### config.mk
export PLATFORM = sky130hd
export DESIGN_NAME = clkdiv_channel
export DESIGN_NICKNAME = d
export VERILOG_FILES = /design/src/rtl/clkdiv_pkg.sv /design/src/rtl/clkdiv_mode_dec.sv /design/src/rtl/clkdiv_core.sv /design/src/rtl/clkdiv_outmux.sv /design/src/rtl/clkdiv_channel.sv
export SDC_FILE = /design/constraint.sdc
export NUM_CORES = 1
export LEC_CHECK = 0
export ABC_AREA = 1
export ABC_CLOCK_PERIOD_IN_PS = 1900
export BUFFER_PORTS_ARGS = -buffer_cell sky130_fd_sc_hd__clkbuf_2
export CORE_MARGIN = 4
export CORE_UTILIZATION = 50
export CTS_CLUSTER_SIZE = 30
export DETAILED_ROUTE_END_ITERATION = 12
export GPL_TIMING_DRIVEN = 0
export PLACE_DENSITY_LB_ADDON = 0.08
export SYNTH_ARGS = -nofsm -noshare
export SYNTH_HDL_FRONTEND = slang
export SYNTH_SLANG_ARGS = --single-unit
### constraint.sdc
create_clock -name clk_i -period 1.9 [get_ports clk_i]
set_input_delay 0.19 -clock clk_i [delete_from_list [all_inputs] [get_ports clk_i]]
set_output_delay 0.19 -clock clk_i [all_outputs]
set_load 0.1 [all_outputs]
### src/rtl/clkdiv_pkg.sv
package clkdiv_pkg;

    // Direct-route source select encoding
    typedef enum logic [1:0] {
        SRC_REF  = 2'b00,
        SRC_NONE = 2'b01,
        SRC_VCO  = 2'b10,
        SRC_RSVD = 2'b11
    } src_sel_e;

    // Resolved output route, highest priority first: direct, bypass, force, divider
    typedef enum logic [2:0] {
        RT_DIV    = 3'd0,
        RT_FORCE  = 3'd1,
        RT_BYPASS = 3'd2,
        RT_VCO    = 3'd3,
        RT_REF    = 3'd4
    } route_e;

endpackage

### src/rtl/clkdiv_mode_dec.sv
module clkdiv_mode_dec
    import clkdiv_pkg::*;
(
    input  logic       nosync_i,
    input  logic       force_high_i,
    input  logic       bypass_i,
    input  logic       direct_i,
    input  logic [1:0] src_sel_i,
    output route_e     route_o,
    output logic       idle_o
);

    src_sel_e src;
    logic     direct_eff;

    always_comb begin
        src        = src_sel_e'(src_sel_i);
        direct_eff = direct_i && ((src == SRC_VCO) || (src == SRC_REF));
        if (direct_eff) begin
            route_o = (src == SRC_VCO) ? RT_VCO : RT_REF;
        end else if (bypass_i) begin
            route_o = RT_BYPASS;
        end else if (nosync_i && force_high_i) begin
            route_o = RT_FORCE;
        end else begin
            route_o = RT_DIV;
        end
        // counters rest whenever the output is not taken from the divider
        idle_o = (route_o != RT_DIV);
    end

endmodule

### src/rtl/clkdiv_core.sv
module clkdiv_core #(
    parameter int CNT_W = 4
) (
    input  logic             clk_i,
    input  logic             rst_ni,
    input  logic             sync_i,
    input  logic             nosync_i,
    input  logic             idle_i,
    input  logic [CNT_W-1:0] high_cnt_i,
    input  logic [CNT_W-1:0] low_cnt_i,
    input  logic [CNT_W-1:0] phase_i,
    input  logic             start_high_i,
    output logic             div_o
);

    // one extra bit: phase + first level + 1 reaches 2^(CNT_W+1)-1
    localparam int CW = CNT_W + 1;

    typedef struct packed {
        logic             lvl;
        logic [CW-1:0]    cnt;
        logic [CNT_W-1:0] hi;
        logic [CNT_W-1:0] lo;
        logic             st;
    } div_state_t;

    localparam div_state_t RST_STATE = '{
        lvl: 1'b0,
        cnt: CW'(1),
        hi:  '0,
        lo:  '0,
        st:  1'b0
    };

    div_state_t       st_d, st_q;
    logic             hold;
    logic             at_zero;
    logic             at_boundary;
    logic             nxt_lvl;
    logic [CNT_W-1:0] first_len;
    logic [CNT_W-1:0] next_len;

    always_comb begin
        st_d        = st_q;
        hold        = idle_i | (sync_i & ~nosync_i);
        first_len   = start_high_i ? high_cnt_i : low_cnt_i;
        at_zero     = (st_q.cnt == '0);
        at_boundary = at_zero && (st_q.lvl != st_q.st);
        nxt_lvl     = ~st_q.lvl;
        next_len    = '0;
        if (hold) begin
            // parked: track live fields, preload the release delay
            st_d.hi  = high_cnt_i;
            st_d.lo  = low_cnt_i;
            st_d.st  = start_high_i;
            st_d.lvl = start_high_i;
            st_d.cnt = CW'(phase_i) + CW'(first_len) + CW'(1);
        end else if (at_zero) begin
            if (at_boundary) begin
                // returning to the start level: accept new counts here only
                st_d.hi = high_cnt_i;
                st_d.lo = low_cnt_i;
                st_d.st = start_high_i;
            end
            next_len = nxt_lvl ? st_d.hi : st_d.lo;
            st_d.lvl = nxt_lvl;
            st_d.cnt = CW'(next_len);
        end else begin
            st_d.cnt = st_q.cnt - CW'(1);
        end
    end

    always_ff @(posedge clk_i or negedge rst_ni) begin
        if (!rst_ni) begin
            st_q <= RST_STATE;
        end else begin
            st_q <= st_d;
        end
    end

    assign div_o = st_q.lvl;

endmodule

### src/rtl/clkdiv_outmux.sv
module clkdiv_outmux
    import clkdiv_pkg::*;
(
    input  route_e route_i,
    input  logic   clk_i,
    input  logic   vco_clk_i,
    input  logic   ref_clk_i,
    input  logic   div_i,
    output logic   clk_o
);

    always_comb begin
        case (route_i)
            RT_VCO:    clk_o = vco_clk_i;
            RT_REF:    clk_o = ref_clk_i;
            RT_BYPASS: clk_o = clk_i;
            RT_FORCE:  clk_o = 1'b1;
            default:   clk_o = div_i;
        endcase
    end

endmodule

### src/rtl/clkdiv_channel.sv
module clkdiv_channel
    import clkdiv_pkg::*;
#(
    parameter int CNT_W = 4
) (
    input  logic             clk_i,
    input  logic             rst_ni,
    input  logic             sync_i,
    input  logic             vco_clk_i,
    input  logic             ref_clk_i,
    input  logic [CNT_W-1:0] high_cnt_i,
    input  logic [CNT_W-1:0] low_cnt_i,
    input  logic [CNT_W-1:0] phase_i,
    input  logic             start_high_i,
    input  logic             nosync_i,
    input  logic             force_high_i,
    input  logic             bypass_i,
    input  logic             direct_i,
    input  logic [1:0]       src_sel_i,
    output logic             clk_o
);

    route_e route;
    logic   div_idle;
    logic   div_out;

    clkdiv_mode_dec i_mode_dec (
        .nosync_i     (nosync_i),
        .force_high_i (force_high_i),
        .bypass_i     (bypass_i),
        .direct_i     (direct_i),
        .src_sel_i    (src_sel_i),
        .route_o      (route),
        .idle_o       (div_idle)
    );

    clkdiv_core #(.CNT_W(CNT_W)) i_core (
        .clk_i        (clk_i),
        .rst_ni       (rst_ni),
        .sync_i       (sync_i),
        .nosync_i     (nosync_i),
        .idle_i       (div_idle),
        .high_cnt_i   (high_cnt_i),
        .low_cnt_i    (low_cnt_i),
        .phase_i      (phase_i),
        .start_high_i (start_high_i),
        .div_o        (div_out)
    );

    clkdiv_outmux i_outmux (
        .route_i   (route),
        .clk_i     (clk_i),
        .vco_clk_i (vco_clk_i),
        .ref_clk_i (ref_clk_i),
        .div_i     (div_out),
        .clk_o     (clk_o)
    );

endmodule

* Yosys cells after proc, flatten, opt, wreduce, memory -nomap -nowiden
Cells that the tools add are included.
Storage, ports and cells: input port bits 24, register bits after elaboration 15, logic and storage cells 40, output and inout port bits 1
Cells by class: reduce and logical (&&, ||, !) cells 10, add/sub/neg operators 3, multiplexer cells 12, equality and inequality tests 6, bitwise gates (word level) 4
Operators by type and width (number):
- 9-bit 2-to-1 mux | 2
- 15-bit 2-to-1 mux | 1
- 3-bit 2-to-1 mux | 3
- 4-bit 2-to-1 mux | 2
- 3-bit by 2-bit == test with 1-bit output, second input constant | 2
- 4-bit by 4-bit adder with 5-bit output | 1
- 5-bit by 1-bit adder with 5-bit output, second input constant | 1
- 5-bit zero test | 1
- 5-bit 2-to-1 mux | 1
- 5-bit by 1-bit subtractor with 5-bit output, second input constant | 1
- 1-bit one-hot mux with 4 select lines | 1
- 2-bit nonzero test | 2
- 3-bit by 1-bit == test with 1-bit output, second input constant | 1
- 3-bit == test, second input constant | 1
- 1-bit logical AND | 3
- 3-bit nonzero test | 1
- 2-bit == test, second input constant | 1
- 2-bit zero test | 1
- 1-bit 2-to-1 mux | 2
- 1-bit inverter | 2
- 2-bit AND reduction | 1
- 1-bit AND | 1
- 1-bit logical OR | 1
- 1-bit inequality test | 1
- 1-bit bitwise OR | 1

* Depth between registers and ports, before layout
Gate-level depths: netlist of the first run.
word-level depth 8, depth in mapped cells 12, gate-level depth less buffers 12

* Hierarchy
Synthesis of the first run repeated with hierarchy kept, for this count alone.
Unflattened totals: cell total of the unflattened synthesis 162, area, all modules 1236.2 µm²
Modules (own cells, without submodules):
- clkdiv_core | cells an instance 137, seq. area each 376.6 µm², times used 1, area an instance 1121.1 µm²
- clkdiv_outmux | cells an instance 14, seq. area each 0.0 µm², times used 1, area an instance 63.8 µm²
- clkdiv_mode_dec | cells an instance 11, seq. area each 0.0 µm², times used 1, area an instance 51.3 µm²

==> results of run 1 <==
worst reg2reg max path: cells and delay by family (launching register included):
| kind | cells | cell delay, ns |
|---|---|---|
| and+or+nand+nor | 7 | 0.84 |
| DFF | 1 | 0.37 |
| adders and majority gates | 1 | 0.21 |
| buffers and inverters | 1 | 0.13 |
worst max-delay path by stage:
stage                       startpoint              end  slack (ns)  cells after the start
after CTS                        clk_i            clk_o     0.00007                      5
after detailed placement  start_high_i  i_core.st_q[13]       -0.17                      8
after global placement    start_high_i  i_core.st_q[13]       -0.09                      8
after global routing             clk_i            clk_o        0.01                      5
final                            clk_i            clk_o        0.06                      5
after floorplan                  clk_i            clk_o        0.07                      2
timing repair:
item | 4_1_cts | 5_1_grt
endpoints found under the hold margin | 14 | 0
buffers inserted | 0 | 0
endpoints found under the setup margin | 1 | 1
resized for setup | 3 | 2
hold buffers | 1 | 0
sequential cells by signal, indices dropped and copies added (netlist names):
name          count
i_core.div_o      1
i_core.st_q      14
report_power, final:
part / internal (mW) / switching, mW / total [mW]
registers: 0.367 / 0.0360 / 0.403
clock network: 0.185 / 0.214 / 0.399
logic: 0.145 / 0.228 / 0.372
routing by layer:
| layer | part of all wire (%) | wire (um) | vias to the layer above |
|---|---|---|---|
| li1 | - | - | 650 |
| met3 | 5.6 | 180 | 8 |
| met5 | 0 | 0 | - |
| met4 | 1.6 | 51 | 0 |
| met1 | 44 | 1410 | 608 |
| met2 | 49 | 1560 | 32 |
cell usage after synthesis:
master    count
a21oi_1       4
a32oi_1       1
and2_4        4
buf_4         1
buf_6         1
clkbuf_1      1
dfrtp_1      14
dfstp_2       1
fa_1          1
ha_1          6
inv_1        29
inv_2         2
nand2_1      51
nand2_4       3
nand3_1      29
nand3_2       2
nand3b_1      2
nor2_1       10
nor2_2        1
nor2_4        2
o211ai_1      3
o21ai_0       9
o21ai_2       4
or2_2         1
xor2_1        2
layout make-up:
cell class	instances	area (um^2)	share of cell area, %
Sequential cell	15	377	25.0
Clock inverter	1	5.00	0.332
Inverter	31	116	7.72
Tap cell	30	37.5	2.49
Timing Repair Buffer	23	120	7.97
Clock buffer	7	60.1	3.99
Multi-Input combinational cell	135	768	51.0
Buffer	3	22.5	1.50
stage by stage:
| stage | instances | setup TNS [ns] | hold WS, ns | area (um^2) | util [%] |
|---|---|---|---|---|---|
| after floorplan | 184 | 0 | -0.106 | 1280 | - |
| after global placement | 237 | -0.0916 | 0.136 | 1430 | 58.4 |
| after detailed placement | 237 | -0.201 | 0.145 | 1430 | 58.4 |
| after CTS | 245 | 0 | 0.0127 | 1500 | 61.2 |
| after global routing | 245 | 0 | 0.0170 | 1510 | 61.4 |
| final | 245 | 0 | 0.0190 | 1510 | 61.4 |
cells by family after synthesis:
logic type | Yosys count
AOI/OAI and AO/OA | 21
xor gates and xnor gates | 2
adders and majority gates | 7
buffers and inverters | 34
DFF | 15
and+or+nand+nor | 105
==> reports/results.tsv, run 1 <==
metric	value	unit
final_cell_mix	nand2_1 (51), inv_1 (29), nand3_1 (29)	
maxCapViolations	0	
ys.warnings.count	0	
yosys.area.top_type_share	27.5	%
critical_path_class	clock port to output port	
avgSynthCellArea	6.92	um^2
die-area	3420	um^2
area_growth	18.4	%
setup_viol	0	
grt.met1_usage	25.4	%
grt_util_met3	6.36	%
routedWlPerCell	13.1	um
skew	0.00883	ns
worst_setup_path_end_kind	output port	
crit_fanout	2	
num_rows	18	
maxSlewViolCount	0	
rsz0062_at_grt	false	
viasPerCell	5.30	
finalPower	1.17	mW
cts_tree	done	
synth_top_family_by_area	simple AND/OR/NAND/NOR gates	
grt_use_total	21.5	%
critPathBufInv	3	
path_delay_family	buffers and inverters	
synth_largest_area_cell	dfrtp_1	
wirelength	3.20	mm
dr_total_vias	1298	
synth_compound_area_share	10.3	%
power.leakage	0.840	nW
timing.final.ws_setup	0.0630	ns
tightest_slew	0.445	ns
grt_max_degree	16	
antenna_left	0	
grt_util_met2	34.4	%
synth_fa_ha_area_share	7.47	%
die_w	58.4	um
path_cells	clkbuf_4 -> clkbuf_4 -> o21ai_2 -> a32oi_2 -> buf_8	
p_per_area	779	nW/um^2
min-delay-start	high_cnt_i[2]	
synth_area_leaders	dfrtp_1 (28%), nand2_1 (15%), nand3_1 (11%)	
ir_drop	0.613	mV
layout-drive-gt1-share	25.1	%
grt_pass1_vias	1312	
finalWeightedCongestion	0.802	
holdPathEnd	i_core.st_q[7]	
ff2ff_path_depth	9	
synth-xor-area-share	1.38	%
antenna_found_initial	0	
ys_types	25	
final_nets	247	
synthesis.area	1270	um^2
regToRegSetupSlack	0.25	ns
n_antenna_cell	0	
seq_area_frac_synth	29.6	%
start_util	51.8	%
nFillCells	245	
path_common_cell	clkbuf_4	
grt.overflow.total	0	
synth-seq-cells	15	
clk_latency	0.40	ns
crit_path_start_kind	clock port	
syn_nets	215	
grt_first_pass_wirelength	5.47	mm
place_ws	-0.172	ns
r2r_start	i_core.st_q[9]	
drtIter0Drc	63	
io_pins	25	
netlist_instances	184	
firstDrtPassIters	4	
core	2450	um^2
die_y	58.4	um
final_common_cell	nand2_1	
worstReg2RegEnd	i_core.st_q[11]	
clkSlewWorstSetupHoldPaths	0.11	ns
slew_headroom	70.3	%
place_hpwl	2.47	mm
min_path_type	input pin to flop	
place.port_buffers	23	
whs_path_depth	3	
crit_arrival	1.65	ns
top_usage_layer	met2	
yosys-mux-area-fraction	0	%
finalHoldViolCount	0	
status	completed	
drcViolationCount	0	
crit_required	1.71	ns
crit_path_max_incr_delay	0.19	ns
synth-simple-area-share	40.3	%
crit_slowest_cell	buf_8	
Note: power is estimated with default switching activity, not from simulation.
==> inputs of run 2 (changes only) <==
--- a/config.mk
+++ b/config.mk
@@ -9,7 +9,7 @@
 export ABC_CLOCK_PERIOD_IN_PS = 1900
 export BUFFER_PORTS_ARGS = -buffer_cell sky130_fd_sc_hd__clkbuf_2
 export CORE_MARGIN = 4
-export CORE_UTILIZATION = 50
+export CORE_UTILIZATION = 40
 export CTS_CLUSTER_SIZE = 30
 export DETAILED_ROUTE_END_ITERATION = 12
 export GPL_TIMING_DRIVEN = 0
==> reports/results.tsv, run 2 (synthesis gave the netlist of run 1 again) <==
metric	value	unit	change
grt.overflow.total	0		unchanged
n_antenna_cell	0		unchanged
finish.instance_area	1520	um^2	+1.1%
power.leakage	0.840	nW	about the same
crit_fanout	2		unchanged
finalWeightedCongestion	0.793		-1.1%
setup_viol	0		unchanged
core	3050	um^2	+24%
grt_max_degree	16		unchanged
grt_use_total	16.7	%	-4.7 points
routedWlPerCell	11.9	um	-8.6%
regToRegSetupSlack	0.29	ns	+0.04 ns
dr_total_vias	1239		-4.5%
start_util	41.7	%	-10 points
grt_first_pass_wirelength	5.35	mm	-2.3%
utilization	49.9	%	-11 points
place_area	1450	um^2	+1.2%
die_y	64.4	um	+10%
crit_path_max_incr_delay	0.23	ns	+0.04 ns
io_pins	25		unchanged
viasPerCell	4.78		-9.7%
whs	0.0328	ns	+0.0138 ns
wirelength	3.09	mm	-3.4%
path_common_cell	clkbuf_4		
layout-drive-gt1-share	25.1	%	unchanged
min_path_type	input pin to flop		
rsz0062_at_grt	false		
crit_required	1.71	ns	about the same
place_ws	-0.139	ns	+0.0329 ns
drcViolationCount	0		unchanged
crit_slowest_cell	clkbuf_8		
regMostFlops	i_core.st_q		
antenna_found_initial	0		unchanged
maxCapViolations	0		unchanged
p_per_area	762	nW/um^2	-2.2%
finalHoldViolCount	0		unchanged
tightest_slew	0.425	ns	-0.0204 ns
worst_setup_path_end_kind	output port		
critical_path_class	clock port to output port		
die-area	4150	um^2	+21%
area_growth	19.7	%	
ir_drop	0.289	mV	-53%
antenna_left	0		unchanged
num_rows	20		+2
cts_tree	done		
drtIter0Drc	50		-21%
path_cells	clkbuf_4 -> clkbuf_4 -> o21ai_2 -> a32oi_2 -> clkbuf_8		
status	completed		
clkSlewWorstSetupHoldPaths	0.10	ns	about the same
grt_pass1_vias	1221		-6.9%
firstDrtPassIters	7		+3
slew_headroom	71.7	%	+1.4 points
place.port_buffers	23		unchanged
timing.final.ws_setup	0.0316	ns	-0.0314 ns
crit_arrival	1.68	ns	+0.03 ns
place_hpwl	2.38	mm	-3.3%
final_cell_mix	nand2_1 (51), inv_1 (29), nand3_1 (29)		
setup_tns	0	ns	unchanged
maxSlewViolCount	0		unchanged
final_common_cell	nand2_1		
final_nets	247		unchanged
largest_register_ffs	14		unchanged
clk_latency	0.39	ns	about the same
die_w	64.4	um	+10%
crit_path_start_kind	clock port		
skew	0.00131	ns	-0.00753 ns
[run 2: power breakdown]
group	total, mW	switching, mW	internal [mW]
clock	0.397	0.215	0.182
sequential	0.400	0.0338	0.366
combinational	0.363	0.219	0.144
total	1.16	0.469	0.692
[run 2: final timing paths]
| check | startpoint | to | depth (start not counted) |
|---|---|---|---|
| max | clk_i | clk_o | 5 |
| min | low_cnt_i[3] | i_core.st_q[4] | 3 |
| max reg2reg | i_core.st_q[9] | i_core.st_q[11] | 9 |
| min reg2reg | i_core.st_q[8] | i_core.st_q[8] | 2 |
| max in group asynchronous | rst_ni | i_core.st_q[9] | 2 |
| min in group asynchronous | rst_ni | i_core.st_q[6] | 2 |
[run 2: area by class of cell]
type / count / area, um^2
Clock inverter: 1 / 5.00
Timing Repair Buffer: 23 / 120
Sequential cell: 15 / 377
Buffer: 3 / 22.5
Multi-Input combinational cell: 135 / 768
Tap cell: 44 / 55.1
Inverter: 31 / 116
Clock buffer: 7 / 58.8
Fill cell: 336 / 1530
[run 2: routing by layer]
| layer | global-route usage (%) | up-vias | wire length, um |
|---|---|---|---|
| met1 | 21.4 | 544 | 1440 |
| met4 | 7.39 | 0 | 44 |
| met3 | 5.45 | 6 | 223 |
| met5 | 0 | - | 0 |
| li1 | - | 652 | - |
| met2 | 25.5 | 37 | 1390 |
[run 2: critical path, delay by kind of cell]
family | cells | cell delay [ns]
AO/OA/AOI/OAI | 2 | 0.26
buffers and inverters | 3 | 0.47
[run 2: through the flow]
stage / total power [mW] / instances
after floorplan: 0.752 / 184
after global placement: 0.848 / 251
after global routing: 1.25 / 259
after detailed placement: 0.856 / 251
final: 1.16 / 259
after CTS: 1.17 / 259
[run 2: timing repair]
item / CTS / global route
setup buffers: 0 / 0
hold buffers: 1 / 0
setup endpoints to repair: 1 / 0
endpoints found under the hold margin: 14 / 0
resized for setup: 4 / 0
